--- config.mk ---
export PLATFORM = sky130hd
export DESIGN_NAME = hz_interlock_ctrl
export DESIGN_NICKNAME = d
export VERILOG_FILES = /design/src/rtl/hz_pkg.sv /design/src/rtl/hz_src_match.sv /design/src/rtl/hz_role_policy.sv /design/src/rtl/hz_interlock_ctrl.sv
export SDC_FILE = /design/constraint.sdc
export NUM_CORES = 1
export LEC_CHECK = 0
export BUFFER_PORTS_ARGS = -buffer_cell sky130_fd_sc_hd__buf_4
export CELL_PAD_IN_SITES_DETAIL_PLACEMENT = 1
export CELL_PAD_IN_SITES_GLOBAL_PLACEMENT = 2
export CORE_MARGIN = 2
export CORE_UTILIZATION = 17
export DETAILED_ROUTE_END_ITERATION = 10
export PLACE_DENSITY = 0.88
export SLEW_MARGIN = 20
export SYNTH_ARGS = -nofsm -noshare
export SYNTH_HDL_FRONTEND = slang
export SYNTH_HIERARCHICAL = 1
export SYNTH_SLANG_ARGS = --single-unit
--- constraint.sdc ---
create_clock -name vclk -period 4.7
set_input_delay 0.235 -clock vclk [all_inputs]
set_output_delay 0.235 -clock vclk [all_outputs]
set_load 0.01 [all_outputs]
--- src/rtl/hz_pkg.sv ---
package hz_pkg;

    localparam int NUM_SRC = 2;

    typedef enum logic [2:0] {
        CL_ALU   = 3'd0,
        CL_LOAD  = 3'd1,
        CL_STORE = 3'd2,
        CL_BRZ   = 3'd3,
        CL_JREG  = 3'd4,
        CL_JUMP  = 3'd5,
        CL_NOP   = 3'd6
    } iclass_e;

    typedef enum logic [2:0] {
        RL_NONE,
        RL_ALU,
        RL_STDATA,
        RL_ZERO,
        RL_JREG
    } role_e;

    typedef enum logic [1:0] {
        V_RUN,
        V_DATA_STALL,
        V_CTRL_STALL
    } verdict_e;

    typedef struct packed {
        logic ex;
        logic mem;
        logic ex_ld;
        logic mem_ld;
    } hit_t;

    // Role a given source slot plays for an instruction class
    function automatic role_e src_role(iclass_e c, int idx);
        role_e r;
        r = RL_NONE;
        unique case (c)
            CL_ALU:   r = RL_ALU;
            CL_LOAD:  r = (idx == 0) ? RL_ALU : RL_NONE;
            CL_STORE: r = (idx == 0) ? RL_ALU : RL_STDATA;
            CL_BRZ:   r = (idx == 0) ? RL_ZERO : RL_NONE;
            CL_JREG:  r = (idx == 0) ? RL_JREG : RL_NONE;
            default:  r = RL_NONE;
        endcase
        return r;
    endfunction

    function automatic logic is_flow(iclass_e c);
        return (c == CL_BRZ) || (c == CL_JREG) || (c == CL_JUMP);
    endfunction

endpackage

--- src/rtl/hz_src_match.sv ---
module hz_src_match
    import hz_pkg::*;
#(
    parameter int REG_W = 5
) (
    input  logic [REG_W-1:0] src,
    input  logic             src_vld,
    input  logic [REG_W-1:0] ex_dst,
    input  logic             ex_wr,
    input  logic             ex_load,
    input  logic [REG_W-1:0] mem_dst,
    input  logic             mem_wr,
    input  logic             mem_load,
    output hit_t             hit
);

    logic live;

    always_comb begin
        live       = src_vld && (src != '0);
        hit.ex     = live && ex_wr  && (ex_dst  == src);
        hit.mem    = live && mem_wr && (mem_dst == src);
        hit.ex_ld  = hit.ex  && ex_load;
        hit.mem_ld = hit.mem && mem_load;
    end

endmodule

--- src/rtl/hz_role_policy.sv ---
module hz_role_policy
    import hz_pkg::*;
(
    input  role_e role,
    input  logic  cfg_alu_fwd,
    input  logic  cfg_zero_fwd,
    input  logic  cfg_store_fwd,
    input  hit_t  hit,
    output logic  stall
);

    always_comb begin
        unique case (role)
            RL_NONE:   stall = 1'b0;
            RL_ALU:    stall = cfg_alu_fwd   ? hit.ex_ld : (hit.ex | hit.mem);
            RL_STDATA: stall = cfg_store_fwd ? hit.ex_ld : (hit.ex | hit.mem);
            RL_ZERO:   stall = cfg_zero_fwd  ? (hit.ex_ld | hit.mem_ld)
                                             : (hit.ex | hit.mem);
            RL_JREG:   stall = hit.ex | hit.mem;
            default:   stall = 1'b0;
        endcase
    end

endmodule

--- src/rtl/hz_interlock_ctrl.sv ---
module hz_interlock_ctrl
    import hz_pkg::*;
#(
    parameter int REG_W  = 5,
    parameter int ADDR_W = 32
) (
    input  logic                            clk,
    input  logic                            rst_n,
    input  logic [2:0]                      dec_class,
    input  logic [NUM_SRC-1:0][REG_W-1:0]   dec_src,
    input  logic [NUM_SRC-1:0]              dec_src_vld,
    input  logic [REG_W-1:0]                ex_dst,
    input  logic                            ex_wr,
    input  logic                            ex_load,
    input  logic [REG_W-1:0]                mem_dst,
    input  logic                            mem_wr,
    input  logic                            mem_load,
    input  logic                            cfg_alu_fwd,
    input  logic                            cfg_zero_fwd,
    input  logic                            cfg_store_fwd,
    input  logic [ADDR_W-1:0]               dec_target,
    input  logic [ADDR_W-1:0]               pc_now,
    output logic                            dec_hold,
    output logic                            pc_en,
    output logic                            bubble
);

    iclass_e              cls;
    logic [NUM_SRC-1:0]   src_stall;
    logic                 redirect;
    verdict_e             verdict;

    assign cls = iclass_e'(dec_class);

    for (genvar i = 0; i < NUM_SRC; i++) begin : g_src
        hit_t  hit;
        role_e role;

        assign role = src_role(cls, i);

        hz_src_match #(.REG_W(REG_W)) u_match (
            .src      (dec_src[i]),
            .src_vld  (dec_src_vld[i]),
            .ex_dst   (ex_dst),
            .ex_wr    (ex_wr),
            .ex_load  (ex_load),
            .mem_dst  (mem_dst),
            .mem_wr   (mem_wr),
            .mem_load (mem_load),
            .hit      (hit)
        );

        hz_role_policy u_policy (
            .role          (role),
            .cfg_alu_fwd   (cfg_alu_fwd),
            .cfg_zero_fwd  (cfg_zero_fwd),
            .cfg_store_fwd (cfg_store_fwd),
            .hit           (hit),
            .stall         (src_stall[i])
        );
    end

    assign redirect = is_flow(cls) && (dec_target != pc_now);

    // Verdict selection: data hazards outrank redirects
    always_comb begin
        if (|src_stall)
            verdict = V_DATA_STALL;
        else if (redirect)
            verdict = V_CTRL_STALL;
        else
            verdict = V_RUN;
    end

    // Output decode per verdict
    always_comb begin
        unique case (verdict)
            V_RUN: begin
                dec_hold = 1'b0;
                pc_en    = 1'b1;
                bubble   = 1'b0;
            end
            V_DATA_STALL: begin
                dec_hold = 1'b1;
                pc_en    = 1'b0;
                bubble   = 1'b1;
            end
            V_CTRL_STALL: begin
                dec_hold = 1'b1;
                pc_en    = 1'b1;
                bubble   = 1'b1;
            end
            default: begin
                dec_hold = 1'b0;
                pc_en    = 1'b1;
                bubble   = 1'b0;
            end
        endcase
    end

    // a no-op issues freely
    a_r11_nop_quiet: assert property (@(posedge clk) disable iff (!rst_n)
        (dec_class == 3'd6) |-> (!dec_hold && pc_en && !bubble));

    // a frozen PC always comes with a held decode and a bubble
    a_r2_freeze_is_stall: assert property (@(posedge clk) disable iff (!rst_n)
        (!pc_en) |-> (dec_hold && bubble));

    // a stall that still advances the PC needs a flow change that mismatches
    a_r3_ctrl_cause: assert property (@(posedge clk) disable iff (!rst_n)
        (pc_en && dec_hold) |->
        ((dec_class == 3'd3 || dec_class == 3'd4 || dec_class == 3'd5)
         && (dec_target != pc_now)));

    // with no writing producer the PC is never frozen
    a_r4_no_writer: assert property (@(posedge clk) disable iff (!rst_n)
        (!ex_wr && !mem_wr) |-> pc_en);

    // with ALU forwarding and no execute writer, ALU ops never freeze
    a_r6_fwd_mem_free: assert property (@(posedge clk) disable iff (!rst_n)
        (cfg_alu_fwd && dec_class == 3'd0 && !ex_wr) |-> pc_en);

    // register jump with a live producer always freezes
    a_r7_jreg_always: assert property (@(posedge clk) disable iff (!rst_n)
        (dec_class == 3'd4 && dec_src_vld[0] && dec_src[0] != '0 &&
         ((ex_wr && ex_dst == dec_src[0]) || (mem_wr && mem_dst == dec_src[0])))
        |-> (!pc_en && dec_hold));

endmodule

==> results.ini, run 1 <==
[finish]
regArea_um2=0
syn_to_final_growth_pct=93.5
final_area_um2=1730
most-common-layout-cells=buf_4, xor2_1, xnor2_1, nor4_1, nor3_1
finalNetCount=322
fraction_of_final_layout_cells_with_drive_strength_greater_than_1_pct=47.3
fin_cells=292
filler_cell_count=649
final_core_utilization_pct=34.0
seq_cells=0
num_antenna_cells=0
nClkBuffers=0
layout.cells.most_common=buf_4

[yosys]
seq_area_frac_synth_pct=0
netlist_top_cells_area=xor2_1, xnor2_1, nor4_1
ys_types=23
ys_warn_count=6
post-synth-top-area-cell=xor2_1
netlist_area_um2=892
mean_syn_cell_area_um2=7.37
synth_top_area_share_pct=31.4
postSynthCellCount=121

[worst_hold_path]
hold_start=dec_class[1]
hold_path.class=input port to primary output

[pwr]
power.density_nw_per_um2=81.3
leakage_power_nw=0.797
worst_ir_drop_vdd_uv=24.1

[sta]
final_setup_violation_count=0
final_hold_viol_count=0
timing_max_transition_violations_final=0
max-slew-margin-rel_pct=60.2
timing_worst_slew_pin_value_ps=592
grt_setup_unrepaired=false
layout_worst_path_cycle_share_pct=56.0
fin_setup_tns_ps=0
max_freq_ghz=0.380
layout_min_cycle_time_ps=2630

[placed_design]
routabilityCongestion=0.810
dp.final_hpwl_um=3560
placed_cells_incl_taps=292
place_area_um2=1730
count_of_input_and_output_buffers=99

[drt]
first_iter_violations=19
vias_after_detailed_routing=1211
drt-pass1-iter-count=4
drt-wirelength-per-cell_um=13.0
drtAntennaViolNets=0
post-route-drc-count=0
routed_wirelength_um=3790
vias_per_cell=4.15

[clocking]
cts_hold_buf=0
cts_resized=0
post_cts_buffers=0

[floorplan]
placement_rows=26
die_width_um=76.4
die-height_um=76.4
top_level_ports=101
fp.coreArea_um2=5070
floorplan.initialDensity_pct=17.6
design.die.area_um2=5840

[setup_path]
startpoint_type=input port
worst_setup_path_startpoint=dec_src[5]
critical_path_arrival_ps=2400
setup.worst_path.end_class=primary output
critical_path_peak_fanout=3
critPathKind=input port to primary output
critPathRequiredTime_ps=4470

[global_routing]
global_route.usage.total_pct=12.4
grt_pass1_vias=1361
grt_start_max_net_pins=10
grt_antenna_before_repair=0
globalRouteOverflowTotal=0
grt_first_pass_wirelength_um=6110

[flow_run]
cap_viol_max_count=0

[outcome]
outcome=finished, final reports clean

[synth_stat cells (3+ instances only)]
master	instances
o22ai_1	3
nand2_1	3
xnor2_1	20
inv_1	5
nor2_1	6
nor3b_1	5
a21oi_1	4
nor3_1	8
nor4_1	10
xor2_1	32
nand4_1	4
[final timing paths]
check | endpoint | slack [ps] | depth (start not counted)
max | bubble | 2070 | 9
min | dec_hold | 980 | 5
[logic make-up after synthesis]
kind of cell	Yosys count	share of synthesized area (%)
xor gates and xnor gates	52	51.1
other	1	0.420
buffers and inverters	6	2.95
AOI/OAI and AO/OA	15	13.9
and+or+nand+nor	47	31.7
[layer usage]
metal | part of all wire [%] | GRT usage (%)
met3 | 2.2 | 0.355
met1 | 38 | 13.5
met5 | 0 | 0
met4 | 0.63 | 0.727
met2 | 59 | 26.8
[power by group]
group          switching (mW)  internal [mW]
clock network               0              0
registers                   0              0
logic                  0.0546         0.0858
total                  0.0546         0.0858
[worst max-delay path, stage by stage]
cell and delay (ps):
buf_4 130, or4_4 540, o2111ai_2 200, nor2_1 90
or4_1 520, a41o_1 270, nor2_1 170, nand2_1 90
buf_4 150
[area by class of cell]
| class | instances | area, µm² | share of cell area, % |
|---|---|---|---|
| Multi-Input combinational cell | 118 | 877 | 50.8 |
| Timing Repair Buffer | 99 | 743 | 43.0 |
| Tap cell | 70 | 87.6 | 5.07 |
| Inverter | 5 | 18.8 | 1.09 |
[metrics by stage]
stage                     setup slack, ps  total power [mW]  hold WS [ps]
after floorplan                      2160            0.0540           716
after global placement               2080             0.138           976
after detailed placement             2070             0.141           980
after CTS                            2050             0.142           985
after global routing                 1930             0.154          1040
final                                2070             0.140           976
Power figures use the tool's default switching activity.
==> inputs of run 2 (changes only) <==
ABC_AREA = 1   (was not set)
CORE_UTILIZATION = 15   (was 17)
PLACE_DENSITY = 0.8   (was 0.88)
clock period = 2.3 ns   (was 4.7 ns; I/O delays follow)
==> run 2 against run 1 <==
  * Power up 140%
  * Via count up 55%
  * Combinational power up 140%
  * Setup slack worse by 1500 ps
  * Core utilization down 7.8 points
  * Final area up 25%
  * Routed wire length up 22%
  * Critical path depth up 5
  * Hold slack worse by 270 ps
  * Count of clock-buffer cells in the layout unchanged
  * Sequential share of layout area unchanged
  * Global-route usage down 2.6 points
==> results.ini, run 2 <==
[yosys]
postSynthCellCount=291  ; was 121
netlist_top_cells_area=nand2_1, inv_1, nor2_1  ; was xor2_1, xnor2_1, nor4_1
netlist_area_um2=1280  ; was 892 µm²
ys_warn_count=6  ; unchanged
yosysMostFrequentCell=nand2_1  ; was xor2_1
mean_syn_cell_area_um2=4.39  ; was 7.37 µm²
seq_area_frac_synth_pct=0  ; unchanged
synthTopCellsByCount=nand2_1, inv_1, nor2_1  ; was xor2_1, xnor2_1, nor4_1
ys_types=12  ; was 23
synth_top_area_share_pct=36.5  ; was 31.4%
post-synth-top-area-cell=nand2_1  ; was xor2_1

[drt]
vias_per_cell=3.77  ; was 4.15
drt-wirelength-per-cell_um=9.33  ; was 13.0 µm
drtAntennaViolNets=0  ; unchanged
first_iter_violations=23  ; was 19
drt-pass1-iter-count=4  ; unchanged
post-route-drc-count=0  ; unchanged
vias_after_detailed_routing=1872  ; was 1,211
routed_wirelength_um=4640  ; was 3790 µm

[floorplan]
die-height_um=96.2  ; was 76.4 µm
design.die.area_um2=9260  ; was 5840 µm²
fp.coreArea_um2=8220  ; was 5070 µm²
die_width_um=96.2  ; was 76.4 µm
placement_rows=33  ; was 26
top_level_ports=101  ; unchanged
floorplan.initialDensity_pct=15.5  ; was 17.6%

[clocking]
post_cts_buffers=0  ; unchanged
cts_resized=0  ; unchanged
cts_hold_buf=0  ; unchanged

[worst_hold_path]
timing.hold.worst_endpoint=dec_hold  ; unchanged
hold_depth=5  ; unchanged
hold_path.class=input port to primary output  ; unchanged
hold_start=dec_class[2]  ; was dec_class[1]

[finish]
layout.cells.most_common=nand2_1  ; was buf_4
num_antenna_cells=0  ; unchanged
regArea_um2=0  ; unchanged
final_core_utilization_pct=26.2  ; was 34.0%
finalNetCount=492  ; was 322
fin_cells=497  ; was 292
syn_to_final_growth_pct=68.8  ; was 93.5%
filler_cell_count=1116  ; was 649
most-common-layout-cells=nand2_1, buf_4, inv_1, nor2_1, xnor2_1  ; was buf_4, xor2_1, xnor2_1, nor4_1, nor3_1
fraction_of_final_layout_cells_with_drive_strength_greater_than_1_pct=28.1  ; was 47.3%
final_area_um2=2150  ; was 1730 µm²
seq_cells=0  ; unchanged
nClkBuffers=0  ; unchanged

[global_routing]
grt_start_max_net_pins=7  ; was 10
grt_antenna_before_repair=0  ; unchanged
grt_pass1_vias=1927  ; was 1,361
globalRouteOverflowTotal=0  ; unchanged
global_route.usage.total_pct=9.82  ; was 12.4%
grt_first_pass_wirelength_um=7610  ; was 6110 µm

[outcome]
outcome=finished, final reports clean  ; unchanged

[placed_design]
routabilityCongestion=0.737  ; was 0.810
placed_cells_incl_taps=497  ; was 292
count_of_input_and_output_buffers=99  ; unchanged
place_area_um2=2150  ; was 1730 µm²
dp.final_hpwl_um=4430  ; was 3560 µm
dp_worst_setup_slack_ps=518  ; was 2070 ps

[pwr]
netSwitchingFraction_pct=44.3  ; was 38.9%
power.density_nw_per_um2=154  ; was 81.3 nW/µm²
switching_power_uw=147  ; was 54.6 µW
leakage_power_nw=1.31  ; was 0.797 nW
cell_internal_pwr_uw=184  ; was 85.8 µW
power.combinational.fraction_pct=100.0  ; about the same
clock_power_share_pct=0  ; about the same
worst_ir_drop_vdd_uv=53.3  ; was 24.1 µV
p_seq_share_pct=0  ; about the same

[sta]
layout_min_cycle_time_ps=1740
grt_setup_unrepaired=false  ; unchanged
timing_max_transition_violations_final=0  ; unchanged
final_setup_violation_count=0  ; unchanged
final_hold_viol_count=0  ; unchanged
fin_setup_tns_ps=0  ; unchanged
max_freq_ghz=0.573
layout_worst_path_cycle_share_pct=75.8
fin_ws_ps=556  ; was 2070 ps

[setup_path]
crit_path_buffers_inverters=4  ; was 2
crit_path_top_delay_cell=o21ai_2  ; was or4_4
total_number_of_cells_along_the_worst_setup_path=14  ; was 9
critical_path.cell_chain=buf_4 -> inv_1 -> nand3_1 -> o21ai_2 -> nor2_1 -> inv_1 -> nand2_1 -> nor2_1 -> nor2_1 -> nor2_1 -> nand2_1 -> nor2_1 -> nand2_1 -> buf_4  ; was buf_4 -> or4_4 -> o2111ai_2 -> nor2_1 -> or4_1 -> a41o_1 -> nor2_1 -> nand2_1 -> buf_4
critical_path_most_common_cell=nor2_1
critPathKind=input port to primary output  ; unchanged
setup.worst_path.end_class=primary output  ; unchanged
critical-path-max-stage-delay_ps=240  ; was 540 ps
top_cell_family_by_delay_on_the_critical_path=simple AND/OR/NAND/NOR gates  ; unchanged
critical_path_peak_fanout=4  ; was 3
critPathRequiredTime_ps=2180  ; was 4470 ps
critical_path_arrival_ps=1630  ; was 2400 ps
startpoint_type=input port  ; unchanged

[flow_run]
cap_viol_max_count=0  ; unchanged

## run 2: cell types whose count changed after synthesis, moves of 5 or more
| cell | previous run | this run |
|---|---|---|
| nor3b_1 | 5 | 0 |
| nor2_1 | 6 | 55 |
| xor2_1 | 32 | 0 |
| nand3_1 | 2 | 14 |
| nor3_1 | 8 | 2 |
| inv_1 | 5 | 60 |
| nand2_1 | 3 | 124 |
| nor4_1 | 10 | 0 |
## run 2: tightest hold or removal path, stage by stage
cell and delay, ps:
buf_4 110, o21ai_2 60, nand2_1 60, nand2_1 80, buf_4 160
## run 2: how the worst max path moves through the flow
| stage | start | to | slack, ps |
|---|---|---|---|
| floorplan | dec_src[6] | dec_hold | 730 |
| global route | dec_src[2] | dec_hold | 260 |
| CTS | dec_src[6] | bubble | 510 |
| finish | dec_src[7] | bubble | 560 |
| global placement | dec_src[6] | dec_hold | 560 |
| detailed placement | dec_src[6] | bubble | 520 |
## run 2: per-stage QoR
| stage | hold WS (ps) | total power, mW |
|---|---|---|
| global route | 733 | 0.379 |
| CTS | 706 | 0.338 |
| floorplan | 403 | 0.149 |
| global placement | 685 | 0.328 |
| detailed placement | 703 | 0.337 |
| finish | 704 | 0.331 |
## run 2: final cells by class
| class | instances | area [µm²] | area share, % |
|---|---|---|---|
| Inverter | 62 | 233 | 10.8 |
| Multi-Input combinational cell | 231 | 1050 | 48.6 |
| Timing Repair Buffer | 99 | 743 | 34.5 |
| Tap cell | 105 | 131 | 6.10 |
## run 2: layer usage
| metal | track usage [%] | part of all wire, % |
|---|---|---|
| met1 | 11.5 | 40 |
| met2 | 19.7 | 55 |
| met3 | 0.861 | 4.6 |
| met4 | 0.833 | 0.32 |
| met5 | 0 | 0 |
## run 2: power groups by stage
stage / combinational [mW] / sequential (mW) / clock, mW
2_1_floorplan: 0.149 / 0 / 0
3_3_place_gp: 0.328 / 0 / 0
3_5_place_dp: 0.337 / 0 / 0
4_1_cts: 0.338 / 0 / 0
5_1_grt: 0.379 / 0 / 0
6_report: 0.331 / 0 / 0
## run 2: logic make-up after synthesis
| logic type | synth area share [%] |
|---|---|
| AOI/OAI and AO/OA | 2.06 |
| xor gates and xnor gates | 15.8 |
| buffers and inverters | 18.8 |
| other | 0.294 |
| and+or+nand+nor | 63.0 |
